==> src/rtl/rdf_pkg.sv <==
package rdf_pkg;
  localparam int ADDR_W       = 48;
  localparam int REG_W        = 64;
  localparam int ENTRY_EN_LSB = 4;
  localparam int ENTRY_BASE   = 8;
  localparam int HDR_BYTES    = 6;

  localparam int W_CTRL     = 0;
  localparam int W_GENERAL  = 1;
  localparam int W_CNT_CFG  = 2;
  localparam int W_RANGE_LO = 3;
  localparam int W_RANGE_HI = 4;

  localparam logic [ADDR_W-1:0] BCAST = {ADDR_W{1'b1}};
endpackage

==> src/rtl/rdf_regs.sv <==
module rdf_regs
  import rdf_pkg::*;
#(
  parameter int NUM_ENTRIES = 4,
  parameter int REG_AW      = 5
) (
  input  logic                                 clk,
  input  logic                                 rst_n,
  input  logic                                 we,
  input  logic [REG_AW-1:0]                    addr,
  input  logic [REG_W-1:0]                     wdata,
  output logic [REG_W-1:0]                     rdata,
  output logic                                 range_en,
  output logic                                 mcast_en,
  output logic                                 pass_cnt_en,
  output logic                                 drop_cnt_en,
  output logic [NUM_ENTRIES-1:0]               entry_en,
  output logic [NUM_ENTRIES-1:0][ADDR_W-1:0]   entry_addr,
  output logic [ADDR_W-1:0]                    range_lo,
  output logic [ADDR_W-1:0]                    range_hi
);
  localparam int CTRL_W = ENTRY_EN_LSB + NUM_ENTRIES;

  logic [CTRL_W-1:0] ctrl_q;
  logic              gen_q;
  logic [1:0]        cnt_cfg_q;

  always_ff @(posedge clk) begin
    if (!rst_n) begin
      ctrl_q    <= '0;
      gen_q     <= 1'b0;
      cnt_cfg_q <= '0;
      range_lo  <= '0;
      range_hi  <= '0;
    end else if (we) begin
      case (int'(addr))
        W_CTRL:     ctrl_q    <= wdata[CTRL_W-1:0];
        W_GENERAL:  gen_q     <= wdata[0];
        W_CNT_CFG:  cnt_cfg_q <= wdata[1:0];
        W_RANGE_LO: range_lo  <= wdata[ADDR_W-1:0];
        W_RANGE_HI: range_hi  <= wdata[ADDR_W-1:0];
        default: ;
      endcase
    end
  end

  assign range_en    = ctrl_q[0];
  assign mcast_en    = gen_q;
  assign pass_cnt_en = cnt_cfg_q[0];
  assign drop_cnt_en = cnt_cfg_q[1];
  assign entry_en    = ctrl_q[CTRL_W-1:ENTRY_EN_LSB];

  for (genvar n = 0; n < NUM_ENTRIES; n++) begin : g_entry
    if (n == 0) begin : g_bcast
      assign entry_addr[n] = BCAST;
    end else begin : g_prog
      logic [ADDR_W-1:0] val_q;
      always_ff @(posedge clk) begin
        if (!rst_n) val_q <= '0;
        else if (we && int'(addr) == ENTRY_BASE + n) val_q <= wdata[ADDR_W-1:0];
      end
      assign entry_addr[n] = val_q;
    end
  end

  always_comb begin
    rdata = '0;
    case (int'(addr))
      W_CTRL:     rdata[CTRL_W-1:0] = ctrl_q;
      W_GENERAL:  rdata[0]          = gen_q;
      W_CNT_CFG:  rdata[1:0]        = cnt_cfg_q;
      W_RANGE_LO: rdata[ADDR_W-1:0] = range_lo;
      W_RANGE_HI: rdata[ADDR_W-1:0] = range_hi;
      default: begin
        for (int n = 0; n < NUM_ENTRIES; n++)
          if (int'(addr) == ENTRY_BASE + n) rdata[ADDR_W-1:0] = entry_addr[n];
      end
    endcase
  end
endmodule

==> src/rtl/rdf_capture.sv <==
module rdf_capture
  import rdf_pkg::*;
(
  input  logic              clk,
  input  logic              rst_n,
  input  logic              s_valid,
  input  logic              s_sof,
  input  logic              s_last,
  input  logic [7:0]        s_data,
  output logic              hdr_done,
  output logic              hdr_short,
  output logic [ADDR_W-1:0] hdr_addr
);
  localparam int POS_W = $clog2(HDR_BYTES + 1);
  localparam logic [POS_W-1:0] IDLE = POS_W'(HDR_BYTES);
  localparam logic [POS_W-1:0] LAST_POS = POS_W'(HDR_BYTES - 1);

  logic [POS_W-1:0]    pos_q;
  logic [POS_W-1:0]    pos;
  logic [ADDR_W-9:0]   shift_q;
  logic                in_hdr;

  assign pos       = s_sof ? '0 : pos_q;
  assign in_hdr    = s_valid && (pos < IDLE);
  assign hdr_done  = in_hdr && (pos == LAST_POS);
  assign hdr_short = in_hdr && s_last && (pos < LAST_POS);
  assign hdr_addr  = {shift_q, s_data};

  always_ff @(posedge clk) begin
    if (!rst_n) begin
      pos_q   <= IDLE;
      shift_q <= '0;
    end else if (in_hdr) begin
      shift_q <= {shift_q[ADDR_W-17:0], s_data};
      pos_q   <= s_last ? IDLE : pos + 1'b1;
    end
  end
endmodule

==> src/rtl/rdf_match.sv <==
module rdf_match
  import rdf_pkg::*;
#(
  parameter int NUM_ENTRIES = 4
) (
  input  logic [ADDR_W-1:0]                   dst,
  input  logic [NUM_ENTRIES-1:0]              entry_en,
  input  logic [NUM_ENTRIES-1:0][ADDR_W-1:0]  entry_addr,
  input  logic                                range_en,
  input  logic [ADDR_W-1:0]                   range_lo,
  input  logic [ADDR_W-1:0]                   range_hi,
  input  logic                                mcast_en,
  output logic                                accept
);
  logic [NUM_ENTRIES-1:0] exact_hit;
  logic                   range_hit;
  logic                   group_hit;

  for (genvar n = 0; n < NUM_ENTRIES; n++) begin : g_cmp
    assign exact_hit[n] = entry_en[n] && (dst == entry_addr[n]);
  end

  assign range_hit = range_en && (dst >= range_lo) && (dst <= range_hi);
  assign group_hit = mcast_en && dst[ADDR_W-8];
  assign accept    = (|exact_hit) || range_hit || group_hit;
endmodule

==> src/rtl/rdf_filter.sv <==
module rdf_filter
  import rdf_pkg::*;
#(
  parameter int NUM_ENTRIES = 4,
  parameter int REG_AW      = 5,
  parameter int CNT_W       = 16
) (
  input  logic              clk,
  input  logic              rst_n,
  input  logic              s_valid,
  output logic              s_ready,
  input  logic              s_sof,
  input  logic              s_last,
  input  logic [7:0]        s_data,
  output logic              verdict_valid,
  output logic              verdict_pass,
  input  logic              reg_we,
  input  logic [REG_AW-1:0] reg_addr,
  input  logic [63:0]       reg_wdata,
  output logic [63:0]       reg_rdata,
  output logic [CNT_W-1:0]  pass_count,
  output logic [CNT_W-1:0]  drop_count
);
  logic                               range_en, mcast_en, pass_cnt_en, drop_cnt_en;
  logic [NUM_ENTRIES-1:0]             entry_en;
  logic [NUM_ENTRIES-1:0][ADDR_W-1:0] entry_addr;
  logic [ADDR_W-1:0]                  range_lo, range_hi, hdr_addr;
  logic                               hdr_done, hdr_short, accept;

  assign s_ready = 1'b1;

  rdf_regs #(.NUM_ENTRIES(NUM_ENTRIES), .REG_AW(REG_AW)) u_regs (
    .clk(clk), .rst_n(rst_n), .we(reg_we), .addr(reg_addr), .wdata(reg_wdata),
    .rdata(reg_rdata), .range_en(range_en), .mcast_en(mcast_en),
    .pass_cnt_en(pass_cnt_en), .drop_cnt_en(drop_cnt_en), .entry_en(entry_en),
    .entry_addr(entry_addr), .range_lo(range_lo), .range_hi(range_hi)
  );

  rdf_capture u_cap (
    .clk(clk), .rst_n(rst_n), .s_valid(s_valid), .s_sof(s_sof), .s_last(s_last),
    .s_data(s_data), .hdr_done(hdr_done), .hdr_short(hdr_short), .hdr_addr(hdr_addr)
  );

  rdf_match #(.NUM_ENTRIES(NUM_ENTRIES)) u_match (
    .dst(hdr_addr), .entry_en(entry_en), .entry_addr(entry_addr),
    .range_en(range_en), .range_lo(range_lo), .range_hi(range_hi),
    .mcast_en(mcast_en), .accept(accept)
  );

  always_ff @(posedge clk) begin
    if (!rst_n) begin
      verdict_valid <= 1'b0;
      verdict_pass  <= 1'b0;
      pass_count    <= '0;
      drop_count    <= '0;
    end else begin
      verdict_valid <= hdr_done || hdr_short;
      verdict_pass  <= hdr_done && accept;
      if (verdict_valid && verdict_pass && pass_cnt_en)
        pass_count <= pass_count + 1'b1;
      if (verdict_valid && !verdict_pass && drop_cnt_en)
        drop_count <= drop_count + 1'b1;
    end
  end
endmodule

==> config.mk <==
export PLATFORM = sky130hd
export DESIGN_NAME = rdf_filter
export DESIGN_NICKNAME = d
export VERILOG_FILES = /design/src/rtl/rdf_pkg.sv /design/src/rtl/rdf_regs.sv /design/src/rtl/rdf_capture.sv /design/src/rtl/rdf_match.sv /design/src/rtl/rdf_filter.sv
export SDC_FILE = /design/constraint.sdc
export NUM_CORES = 1
export LEC_CHECK = 0
export BUFFER_PORTS_ARGS = -buffer_cell sky130_fd_sc_hd__buf_2
export CORE_MARGIN = 5
export CORE_UTILIZATION = 55
export CTS_CLUSTER_SIZE = 40
export DETAILED_ROUTE_END_ITERATION = 6
export PLACE_DENSITY = 0.75
export SYNTH_ARGS = -nofsm -noshare
export SYNTH_HDL_FRONTEND = slang
export SYNTH_SLANG_ARGS = --single-unit
==> constraint.sdc <==
create_clock -name clk -period 2.55 [get_ports clk]
set_clock_uncertainty 0.15 [all_clocks]
set_input_delay 0 -clock clk [delete_from_list [all_inputs] [get_ports clk]]
set_output_delay 0 -clock clk [all_outputs]
set_load 0.02 [all_outputs]
==> out/metrics.yaml, run 1 <==
outcome:
  status: "finished, final reports clean"
global_route:
  track_usage_pct: 34.2
  grt_pass1_wl_um: 99500
  grt_max_degree: 183
  grt-ovfl-total: 0
  grt_pass1_vias: 17400
  antenna_found_initial: 0
logic_synthesis:
  synth_xor_area_share_pct: 7.60
  synthAdderAreaFrac_pct: 6.78
  async_reset_ff_share_pct: 0
  yosys.area_share.simple_pct: 19.6
  synth_compound_area_share_pct: 20.8
  synth_seq_cells: 328
  yosys.cell_types.count: 51
  synth.mux.area_fraction_pct: 3.00
  synth_area_leaders: "dfxtp_1 36%, nand2_1 13%, a21boi_1 7.9%"
  synth_flop_cell: "dfxtp_1"
  yosys_warnings: 0
  synth_top_family_by_area: "compound AO/OA/AOI/OAI gates"
  syn-cell-area_sq_mm: 0.0184
  yosysTopAreaCellShare_pct: 35.6
  syn_inst: 2338
  syn_area_per_cell_sq_um: 7.89
  yosys.area.top_type: "dfxtp_1"
  ys_seq_area_share_pct: 35.6
  synth_edf_count: 0
final_layout:
  antennaDiodeCount: 0
  layout_common_cells: "619 x nand2_1, 327 x dfxtp_1, 193 x a21boi_1"
  fin_util_pct: 66.1
  nNetsFinal: 2698
  fill_cells: 2810
  area_growth_pct: 19.3
  final_area_sq_mm: 0.0220
  final_common_cell: "nand2_1"
  drive_gt1_share_pct: 13.4
  multi_input_area_sq_mm: 0.0108
  seq_area_sq_mm: 0.00657
cts:
  clock_latency_ps: 550
  root_buffer: "clkbuf_16"
  cts_sinks: 328
  clockBufferDepth: 3
  clkTransAtPathRegs_ps: 60
  tritoncts: "done"
  htreeDepth: 2
  cts_inserted_buffers: 39
placement:
  pre_cts_ws_ps: -29.8
  port_buffers: 148
  gp_congestion: 1.04
  post-dp-hpwl_um: 44400
  placed_cell_area_sq_mm: 0.0199
route:
  ant_nets: 0
  drc: 0
  first_pass_iters: 6
  vias: 18100
  totalWireLength_um: 66000
  wl_per_cell_um: 22.1
  drt_iter0_markers: 1813
  vias_per_cell: 6.04
sta:
  worst_slew_pin_slew_ps: 1120
  drv_slew: 0
  whs_ps: 135
  min_period_ps: 2490
  slew_headroom_pct: 25.6
  fin_crit_sh_pct: 97.5
  grt_setup_unrepaired: "false"
  final_hold_viol_count: 0
  setup_viol: 0
  timing.fmax_ghz: 0.402
  worst_slack_ps: 62.9
setup_path:
  critPathLaunch: "u_regs.g_entry[1].g_prog.val_q[19]"
  cpPeakStageDelay_ps: 400
  cp_top_family: "simple AND/OR/NAND/NOR gates"
  worstSetupEndpoint: "verdict_pass"
  ff2ff_setup_slack_ps: 60
  crit_path_max_fanout: 3
  cp.depth: 9
  r2r_end: "verdict_pass"
  critPathBufInv: 2
  crit_type: "flip-flop to flip-flop"
  cp-start-kind: "flip-flop"
  worstPathRequired_ps: 2880
  worstSetupEndpointType: "flip-flop"
  rr_worst_depth: 9
  slowest_stage: "o41ai_1"
  crit_chain: "xnor2_1 > nand4_1 > buf_4 > nor4_1 > buf_4 > nand4_1 > o41ai_1 > nor3_1 > o22ai_2"
  rr_startpoint: "u_regs.g_entry[1].g_prog.val_q[19]"
  worstPathArrival_ps: 2810
die:
  die_w_um: 193
  core_area_sq_mm: 0.0333
  ioPinCount: 182
  dieArea_sq_mm: 0.0373
  fp-row-count: 67
  die_y_um: 193
  start_util_pct: 55.4
power_and_ir_drop:
  p_leak_nw: 8.69
  power-per-cell-area_mw_per_mm2: 560
  ir_drop_mv: 0.561
run:
  drv_cap: 0
worst_hold_path:
  min_path_type: "primary input to flip-flop"
synthesized netlist by cell type (3+ instances only):
cell,n
a211oi_1,3
a21boi_0,102
a21boi_1,193
a21o_1,13
a21oi_1,90
a221o_1,41
a221oi_1,5
a22oi_1,10
and2_1,29
and3_1,9
buf_1,8
buf_2,6
buf_4,17
clkbuf_1,164
dfxtp_1,328
ha_1,100
inv_1,107
mux2i_1,53
nand2_1,622
nand2b_1,3
nand3_1,27
nand4_1,59
nor2_1,21
nor2b_1,15
nor3_1,15
nor4_1,25
o2111ai_1,4
o211ai_1,4
o21ai_0,69
o22ai_1,3
or3_1,6
or4_1,3
xnor2_1,88
xor2_1,72
registers in the layout (all words and copies together) (netlist names), 2 cells and up:
signal and count:
u_regs.cnt_cfg_q 2, drop_count 16, u_regs.ctrl_q 8, pass_count 16
u_cap.shift_q 40, u_regs.g_entry.g_prog.val_q 144, u_regs.range_hi 48, u_cap.pos_q 3
u_regs.range_lo 48
metrics by stage:
step           std cells  total power (W)  TNS (ps)
6_report            2992           0.0123         0
2_1_floorplan       2353          0.00594         0
3_5_place_dp        2851          0.00638     -29.8
4_1_cts             2991           0.0123         0
5_1_grt             2992           0.0126         0
3_3_place_gp        2851          0.00637         0
where the power goes:
group | switching (W) | internal (W)
clock | 0.00229 | 0.00363
sequential | 0.0000459 | 0.00517
combinational | 0.000719 | 0.000469
final cells by class:
cell class / instances / area share (%)
Clock inverter: 14 / 1.00
Multi-Input combinational cell: 1721 / 49.1
Tap cell: 448 / 2.55
Timing Repair Buffer: 316 / 10.5
Clock buffer: 56 / 5.19
Inverter: 109 / 1.86
Sequential cell: 328 / 29.8
worst min-delay path by stage:
stage / to / from / cells past startpoint / slack [ps]
6_report: u_regs.range_lo[9] / reg_wdata[9] / 4 / 140
5_1_grt: u_regs.range_hi[41] / reg_wdata[41] / 4 / 160
4_1_cts: u_regs.range_lo[9] / reg_wdata[9] / 4 / 130
3_5_place_dp: u_cap.pos_q[1] / rst_n / 2 / 110
3_3_place_gp: u_cap.pos_q[1] / rst_n / 2 / 110
2_1_floorplan: u_regs.range_lo[1] / reg_wdata[1] / 2 / -20
worst reg2reg max path: stages (launching register included):
cell     delay, ps
dfxtp_1        340
xnor2_1        360
nand4_1        160
buf_4          170
nor4_1         330
buf_4          170
nand4_1         80
o41ai_1        400
nor3_1         130
o22ai_2        150
metal layers:
layer  share of wire, %  track usage (%)
met1                 39             44.5
met2                 46             56.9
met3                 10             6.10
met4                4.1             12.8
met5                  0                0
timing repair:
action | in CTS | in global routing
resized for setup | 2 | 11
endpoints found under the hold margin | 280 | 0
hold buffers | 70 | 0
buffers inserted | 0 | 1
setup endpoints to repair | 1 | 10
cloned | 0 | 1
pin swaps | 0 | 1
logic make-up (layout without fill, tap and decap cells):
logic type	Yosys count	count (layout)
compound gates	547	547
xor+xnor	160	160
fa+ha+maj	100	100
buf+inv	304	495
flops	328	328
mux	55	55
other cells	2	17
simple gates	842	842
No activity file was read; power rests on OpenSTA's default activity.
==> run 2, diff against run 1 <==
--- a/config.mk
+++ b/config.mk
@@ -7,10 +7,10 @@
 export LEC_CHECK = 0
 export BUFFER_PORTS_ARGS = -buffer_cell sky130_fd_sc_hd__buf_2
 export CORE_MARGIN = 5
-export CORE_UTILIZATION = 55
+export CORE_UTILIZATION = 50
 export CTS_CLUSTER_SIZE = 40
 export DETAILED_ROUTE_END_ITERATION = 6
-export PLACE_DENSITY = 0.75
+export PLACE_DENSITY = 0.69
 export SYNTH_ARGS = -nofsm -noshare
 export SYNTH_HDL_FRONTEND = slang
 export SYNTH_SLANG_ARGS = --single-unit
==> run 2 against run 1 <==
Effect of this change:
- global-route usage down 2.5 points
- sequential power about the same
- hold slack better by 1.4 ps
- setup slack better by 14 ps
- cell area fell by 0.22%
- sequential share of layout area grew 0.072 points
- non-clock buffer count shrank 1
- clock power shrank 9.6%
- critical path type unchanged
- largest power group unchanged
==> out/metrics.yaml, run 2 (same netlist as run 1, synthesis figures left out) <==
outcome:
  status: "finished, final reports clean"
final_layout:
  final_area_sq_mm: 0.0220  # -0.22%
  layout_common_cells: "620 x nand2_1, 326 x dfxtp_1, 193 x a21boi_1"
  multi_input_area_sq_mm: 0.0108  # +0.30%
  antennaDiodeCount: 0  # unchanged
  top_register: "u_regs.g_entry.g_prog.val_q"
  fill_cells: 3225  # +15%
  seq_area_sq_mm: 0.00657  # about the same
  nNetsFinal: 2696  # -0.074%
  reg_top3: "u_regs.g_entry.g_prog.val_q: 144 flops, u_regs.range_hi: 48 flops, u_regs.range_lo: 48 flops"
  drive_gt1_share_pct: 13.1  # -0.25 points
  largest_register_ff_count: 144  # unchanged
  area_growth_pct: 19.1
  final_common_cell: "nand2_1"
route:
  vias_per_cell: 5.86  # -2.9%
  wl_per_cell_um: 22.2  # +0.47%
  drt_iter0_markers: 1649  # -9.0%
  first_pass_iters: 6  # unchanged
  ant_nets: 0  # unchanged
  totalWireLength_um: 66600  # +0.97%
  drc: 0  # unchanged
  vias: 17600  # -2.4%
die:
  fp-row-count: 70  # +4.5%
  dieArea_sq_mm: 0.0408  # +9.5%
  ioPinCount: 182  # unchanged
  die_w_um: 202  # +4.6%
  die_y_um: 202  # +4.6%
  start_util_pct: 50.5  # -4.9 points
  core_area_sq_mm: 0.0365  # +9.7%
sta:
  worst_slew_pin_slew_ps: 1080  # -37.1 ps
  min_period_ps: 2470  # -14.3 ps
  worst_slack_ps: 77.2  # +14.3 ps
  drv_slew: 0  # unchanged
  grt_setup_unrepaired: "false"
  whs_ps: 137  # +1.36 ps
  final_hold_viol_count: 0  # unchanged
  timing.fmax_ghz: 0.404  # +0.58%
  fin_crit_sh_pct: 97.0  # -0.56 points
  slew_headroom_pct: 28.0  # +2.5 points
  setup_viol: 0  # unchanged
  tns_ps: 0  # unchanged
placement:
  gp_congestion: 1.02  # -1.6%
  pre_cts_ws_ps: -16.1  # +13.7 ps
  post-dp-hpwl_um: 45700  # +2.8%
  port_buffers: 148  # unchanged
  placed_cell_area_sq_mm: 0.0200  # +0.40%
power_and_ir_drop:
  power-per-cell-area_mw_per_mm2: 536  # -4.3%
  ir_drop_mv: 0.506  # -9.8%
  p_total_w: 0.0118  # -4.6%
  p_leak_nw: 8.63  # -0.70%
global_route:
  antenna_found_initial: 0  # unchanged
  grt_pass1_wl_um: 103000  # +3.1%
  grt-ovfl-total: 0  # unchanged
  track_usage_pct: 31.7  # -2.5 points
  grt_max_degree: 176  # -3.8%
  grt_pass1_vias: 17300  # -0.69%
setup_path:
  worstSetupEndpointType: "flip-flop"
  worstPathArrival_ps: 2800  # about the same
  crit_path_max_fanout: 3  # unchanged
  worstPathRequired_ps: 2880  # about the same
  crit_type: "flip-flop to flip-flop"
  cp-start-kind: "flip-flop"
cts:
  root_buffer: "clkbuf_16"
  clockBufferDepth: 3  # unchanged
  cts_inserted_buffers: 38  # -2.6%
  htreeDepth: 2  # unchanged
  clock_latency_ps: 550  # about the same
  postCtsSetupRepairBufs: 0  # unchanged
  clkTransAtPathRegs_ps: 60  # about the same
  tritoncts: "done"
  cts_sinks: 328  # unchanged
worst_hold_path:
  min_path_type: "primary input to flip-flop"
run:
  drv_cap: 0  # unchanged
-- run 2: changes by cell type in the layout (fill, tap and decap cells not counted), sizes merged --
cell,change
clkinvlp,+1
bufinv,-4
clkinv,-1
dlygate4sd3,+2
buf,-3
-- run 2: worst max-delay path, cell delays in order, from the launching register on --
cell	delay, ps
dfxtp_1	350
inv_1	60
ha_1	300
nand4_1	180
nor3_1	90
buf_4	140
a21boi_0	110
buf_4	140
or4_4	550
a21oi_2	140
a21boi_1	80
o22ai_2	100
-- run 2: cell type report --
cell class                 instances  share of cell area [%]
multi-input combinational       1721                    49.3
sequential                       328                    29.9
timing repair buffer             315                    10.8
clock buffer                      56                    5.05
tap                              468                    2.67
inverter                         109                    1.86
clock inverter                    10                   0.387
-- run 2: path summary, 6_finish.rpt --
path,startpoint,endpoint,slack (ps),cells past startpoint
worst max-delay path,u_regs.range_hi[14],verdict_pass,80,11
worst max register to register,u_regs.range_hi[14],verdict_pass,80,11
worst min register to register,u_regs.ctrl_q[1],u_regs.ctrl_q[1],310,2
worst min-delay path,reg_wdata[16],u_regs.g_entry[2].g_prog.val_q[16],140,4
-- run 2: report_power, final --
part	internal (W)	switching [W]
clock network	0.00312	0.00223
logic	0.000473	0.000728
registers	0.00517	0.0000438
-- run 2: repair_timing --
item                       in CTS  in global routing
resized for setup               2                 14
pin swaps                       0                  1
hold buffers                   71                  0
setup endpoints to repair       1                  1
hold endpoints to repair      300                  0
-- run 2: metal layers --
layer,part of all wire [%],wire length [um],GRT usage (%)
met3,8.2,5430,4.62
met2,47,31500,53.2
met5,0,0,0
met4,3.4,2240,11.3
met1,41,27500,41.7
-- run 2: stage by stage --
step	cells	utilization [%]
global route	3007	60.1
global placement	2870	54.7
detailed placement	2870	54.7
floorplan	2353	-
finish	3007	60.1
CTS	3007	59.9
